$ cat src/rtl/entropy_refresh_ctrl.sv
module entropy_refresh_ctrl #(
  parameter int TIMER_W = 16,
  parameter int DATA_W  = 32,
  parameter int WAIT_W  = 16
) (
  input  logic               clk_i,
  input  logic               rst_ni,
  input  logic               start_i,
  input  logic               done_i,
  input  logic [TIMER_W-1:0] timer_load_i,
  input  logic               timer_en_i,
  input  logic [WAIT_W-1:0]  wait_limit_i,
  output logic               req_o,
  input  logic               ack_i,
  input  logic [DATA_W-1:0]  data_i,
  output logic [DATA_W-1:0]  rand_o,
  output logic               rand_valid_o,
  output logic               timeout_err_o
);

  localparam logic [TIMER_W-1:0] TMR_ONE  = TIMER_W'(1);
  localparam logic [WAIT_W-1:0]  WAIT_ONE = WAIT_W'(1);
  localparam logic [WAIT_W-1:0]  WAIT_MAX = '1;

  logic [TIMER_W-1:0] tmr_q;
  logic [WAIT_W-1:0]  wait_q;
  logic handshake, tmr_on, tmr_fire, trigger, waiting, limit_hit;

  assign handshake = req_o & ack_i;
  assign tmr_on    = timer_en_i & (timer_load_i != '0);
  assign tmr_fire  = tmr_on & (tmr_q == TMR_ONE) & ~handshake;
  assign trigger   = start_i | done_i | tmr_fire;
  assign waiting   = req_o & ~ack_i;
  assign limit_hit = (wait_limit_i != '0) & (wait_q == wait_limit_i - WAIT_ONE);

  always_ff @(posedge clk_i or negedge rst_ni) begin
    if (!rst_ni)              tmr_q <= '0;
    else if (handshake)       tmr_q <= timer_load_i;
    else if (!tmr_on)         tmr_q <= '0;
    else if (tmr_q != '0)     tmr_q <= tmr_q - TMR_ONE;
  end

  always_ff @(posedge clk_i or negedge rst_ni) begin
    if (!rst_ni) req_o <= 1'b0;
    else         req_o <= (req_o & ~ack_i) | (trigger & ~req_o);
  end

  always_ff @(posedge clk_i or negedge rst_ni) begin
    if (!rst_ni)                          wait_q <= '0;
    else if (!waiting)                    wait_q <= '0;
    else if (wait_q != WAIT_MAX)          wait_q <= wait_q + WAIT_ONE;
  end

  always_ff @(posedge clk_i or negedge rst_ni) begin
    if (!rst_ni) begin
      rand_o        <= '0;
      rand_valid_o  <= 1'b0;
      timeout_err_o <= 1'b0;
    end else begin
      rand_valid_o  <= handshake;
      timeout_err_o <= waiting & limit_hit;
      if (handshake) rand_o <= data_i;
    end
  end

endmodule

$ cat config.mk
export PLATFORM = sky130hd
export DESIGN_NAME = entropy_refresh_ctrl
export DESIGN_NICKNAME = d
export VERILOG_FILES = /design/src/rtl/entropy_refresh_ctrl.sv
export SDC_FILE = /design/constraint.sdc
export NUM_CORES = 1
export LEC_CHECK = 0
export BUFFER_PORTS_ARGS = -buffer_cell sky130_fd_sc_hd__buf_2
export CAP_MARGIN = 10
export CORE_ASPECT_RATIO = 0.75
export CORE_UTILIZATION = 50
export DETAILED_ROUTE_END_ITERATION = 6
export PLACE_DENSITY_LB_ADDON = 0.3
export SYNTH_ARGS = -nofsm -noshare
export SYNTH_HDL_FRONTEND = slang
export SYNTH_SLANG_ARGS = --single-unit
$ cat constraint.sdc
create_clock -name clk_i -period 2.4 [get_ports clk_i]
set_input_delay 0.12 -clock clk_i [delete_from_list [all_inputs] [get_ports clk_i]]
set_output_delay 0.12 -clock clk_i [all_outputs]
set_load 0.01 [all_outputs]
[Word-level counts from Yosys, hierarchy flattened]
Cells that the tools add are included.
Word-level totals
  register bits after elaboration: 67
  bits of input ports: 70
  output and inout port bits: 35
Operators by class
  $add $sub $neg: 3
  eq/ne operators: 5
  multiplexer cells: 5
  bitwise logic cells: 14
  reductions and logical operators: 3
Operators with widths (number)
  2-to-1 mux 16 bit: 5
  nonzero test 16 bit: 3
  subtractor 16 x 1 -> 16 bit (second input constant): 2
  adder 16 x 1 -> 16 bit (second input constant): 1
  == test 16 x 1 -> 1 bit (second input constant): 1
  == test 16 bit: 1
  != test 16 bit (second input constant): 1
  AND 1 bit: 8
  != test 3 x 2 -> 1 bit (second input constant): 1
  inverter 1 bit: 3
  OR 1 bit: 3
  != test 2 x 1 -> 1 bit (second input constant): 1

[Logic depth before layout (Yosys ltp)]
  depth after elaboration: 7
  depth in mapped cells: 8
  gate-level depth less buffers: 8

[Worst setup path after synthesis]
OpenSTA, ideal clock, no wires.
  path type: register to register
  from: reg tmr_q[0]
  to: reg tmr_q[4]
  library setup time: 0.124 ns
  data arrival time: 1.831 ns
  path slack: 0.445 ns
  stages on the path, launching flop included: 9
  buffers on the path: 0
  period minus slack after synthesis: 1.955 ns
  cells stage by stage: dfrtp_1 -> inv_1 -> ha_1 -> or3b_2 -> nor2_1 -> and2_1 -> nand2_1 -> a21oi_1 -> a21oi_1
On the way
  cells in the longest elaborated chain, start to end: 4
  elaborated cells between the ends (all ways): 6
  those cells by class: add/sub: 1; eq/ne: 1; mux: 3; reduce/logical: 1
Ends and longest elaborated chain
  start: declaration: RTL line 25  | logic [TIMER_W-1:0] tmr_q;
  start signal: assignment: RTL line 38  | else if (handshake) tmr_q <= timer_load_i;
  start signal: assignment: RTL line 40  | else if (tmr_q != '0) tmr_q <= tmr_q - TMR_ONE;
  subtractor 16 x 1 -> 16 bit: RTL line 40
  2-to-1 mux 16 bit: RTL line 40
  2-to-1 mux 16 bit: RTL line 39  | else if (!tmr_on) tmr_q <= '0;
  2-to-1 mux 16 bit: RTL line 38
Several ways; a longest one is shown, not always the timed one. The select of a mux whose other input is x is not followed.
A chain may end at the register's enable or synchronous reset.

[Worst setup path in the final report]
  from: reg tmr_q[1]
  to: reg tmr_q[14]
The elaborated chain is that of the path after synthesis.

==> run metrics <==
post-synth top area cell=dfrtp_1; maxcap violations=0; commonest cells in the netlist=nand2_1 (122), dfrtp_1 (67), nor2_1 (39), a21oi_1 (28), xor2_1 (27); H-tree depth=3; worst skew pair latency=around 0.36 ns; Slew Limit Fails=0; Worst-Margin Slew=between 0.6 and 0.7 ns; initial core utilization=0.521; Wirelength per Cell=~15 um; Final Hold Viols=0; asr flop ratio synth=1.00; Max VDD drop=0.485 mV; setup violators final=0; f_max=about 460 MHz; placed insts=a little over 600; Nets=636; PD cells=between 600 and 700 nW/um^2; crit path DAT=roughly 2.4 ns; post-route insts no fill=between 600 and 700; I/O pins=about 110; Pre-Repair DR Iteration Count=5; Min-Delay Path Class=primary input to flip-flop; Die Footprint=about 7500 um^2; Comb power frac=0.239; 1st-iter DRT viols=180; internal power=2.09 mW; initial antenna violation count=0; switching part of the total power=0.330; average vias per placed instance=5.33; Placeable Area=between 6000 and 7000 um^2; Core Rows=26; Slew Limit Headroom=0.545; layout cells sized above 1=0.249; Reg power frac=0.442; status=completed; pin count of the biggest net entering global routing=41; global-route wire length before repair=about 16000 um; setup tns final=0 ns; RePlAce Congestion=around 0.83; Crit. Startpoint=tmr_q[1]$_DFFE_PN0P_; post-DP HPWL=approximately 6600 um; DR vias=around 3500; CP endpoint kind=flip-flop; Routed WL=9930 um; EDFF count, synth=0; n_diodes=0; synthesized net count=a little under 500; CP required=around 2.6 ns; leakage power=~2.4 nW; total clock sinks=67; Clk network pwr share=0.319; Yosys cell types=45; Layout Skew=0.0123 ns; drt drc=0; clock slew at reported path FFs=around 0.080 ns; vias in the first global route=3501; final worst-path cycle share=0.897; chip width=roughly 100 um; Mapped Area=3580 um^2; Area Overhead vs Synth=34.2%; CTS tree=built; ys flop type=dfrtp_1; Port-buffer cells=between 100 and 150; Cells after Synth=416; RSZ-0062 raised after global routing=false; most numerous cell in the Yosys netlist=nand2_1; Net Switching=approximately 1 mW; worst setup path class=flip-flop to flip-flop; Die Ht=between 70 and 80 um; mean instance size in the synthesized netlist=between 8 and 9 um^2; Synth Register Bits=between 60 and 70; CTS root buf=clkbuf_8; min Tclk post-route=2.15 ns; Critical Path Fanout Max=5; hold_sp=timer_load_i[15]; CTS buffer count=9; Tot GR Track Use=0.282; Congestion Overflow GR=0; Synth top area share=0.469; Longest Clk Path Bufs=2; Syn. warnings=0; Worst setup SP type=flip-flop; Crit Reg-Reg Startpoint=tmr_q[1]$_DFFE_PN0P_; top cells by area, synth=dfrtp_1 (47%), nand2_1 (13%), xor2_1 (6.6%); Post-CTS Setup Repair Bufs=0; R2R Setup Slk=between 0.2 and 0.25 ns; Seq/Total Area, Yosys=0.469; Antenna Nets Post-Route=0
[layer usage]
layer / share of wire / GRT usage / wire [um]
met4: 0.011 / 0.0735 / 110
met1: 0.44 / 0.363 / 4350
met3: 0.090 / 0.0919 / 897
met5: 0 / 0 / 0
met2: 0.46 / 0.466 / 4570
[placed cells by master (no fill, tap or decap), types with 3 or more instances in the layout]
cell,Yosys,final
dfrtp_1,67,67
mux2i_1,3,3
a31oi_1,4,4
nor4_1,9,8
nand3_1,10,10
inv_1,9,9
clkbuf_8,0,9
ha_1,5,5
nor3_1,9,9
buf_2,0,104
o21ai_0,6,6
buf_4,0,6
nor2_1,39,39
or3_1,4,4
or4_1,3,3
nand3b_1,3,3
nand2_1,122,122
xnor2_1,14,14
xor2_1,27,27
a22o_1,4,4
nand4_1,6,6
a21oi_1,28,28
dlygate4sd3_1,0,34
[power by group through the flow]
stage | combinational (mW) | clock (mW) | sequential [mW]
after global routing | 0.833 | 1.06 | 1.40
after detailed placement | 0.684 | 0 | 1.39
after floorplan | 0.348 | 0 | 1.42
after global placement | 0.663 | 0 | 1.39
after CTS | 0.729 | 1.01 | 1.37
final | 0.747 | 0.996 | 1.38
[per-stage QoR]
step           setup WS (ns)  total power, mW   util  area (um^2)  hold slack (ns)
3_5_place_dp           0.197             2.07  0.618         4240            0.207
3_3_place_gp           0.261             2.05  0.618         4240            0.189
2_1_floorplan          0.445             1.77      -         3580           -0.176
4_1_cts                0.158             3.11  0.698         4790          0.00623
5_1_grt                0.125             3.29  0.700         4800         0.000961
6_report               0.247             3.12  0.700         4800           0.0131
[cell families (layout without fill, tap and decap cells)]
family / count (synthesis) / after routing / synth area share
flip-flops: 67 / 67 / 0.469
AND/OR/NAND/NOR: 224 / 224 / 0.290
XOR/XNOR: 41 / 41 / 0.100
multiplexers: 4 / 4 / 0.0115
adder cells (fa/ha/maj): 5 / 5 / 0.0175
AO/OA/AOI/OAI: 54 / 54 / 0.0902
buffers and inverters: 21 / 171 / 0.0220
[path summary, 6_finish.rpt]
check,to,cells past startpoint
worst min-delay path,tmr_q[15]$_DFFE_PN0P_,2
min in group asynchronous,rand_o[15]$_DFFE_PN0P_,2
worst max-delay path,tmr_q[14]$_DFFE_PN0P_,7
worst max register to register,tmr_q[14]$_DFFE_PN0P_,7
worst min register to register,rand_o[15]$_DFFE_PN0P_,2
max in group asynchronous,wait_q[10]$_DFFE_PN0P_,3
[timing repair]
| action | in CTS | in global routing |
|---|---|---|
| setup endpoints to repair | 0 | 6 |
| hold endpoints to repair | 62 | 0 |
| hold buffers | 34 | 0 |
| resized for setup | 0 | 2 |
[worst max-delay path: stages, from the launching register on]
cell and delay (ns):
dfrtp_1 0.41, inv_1 0.11, ha_1 0.18, or3b_2 0.51
or3_1 0.39, nor2_1 0.15, xor2_1 0.09, a22o_1 0.20
[layout make-up]
class | count | area [um^2]
Clock buffer | 9 | 124
Clock inverter | 7 | 82.6
Fill cell | 497 | 2060
Inverter | 10 | 37.5
Multi-Input combinational cell | 328 | 1830
Sequential cell | 67 | 1680
Tap cell | 98 | 123
Timing Repair Buffer | 145 | 926
[sequential cells by signal, indices dropped and copies added (netlist names)]
signal and count:
req_o 1, wait_q 16, rand_o 32, rand_valid_o 1, tmr_q 16, timeout_err_o 1
(Power assumes the default switching activity.)
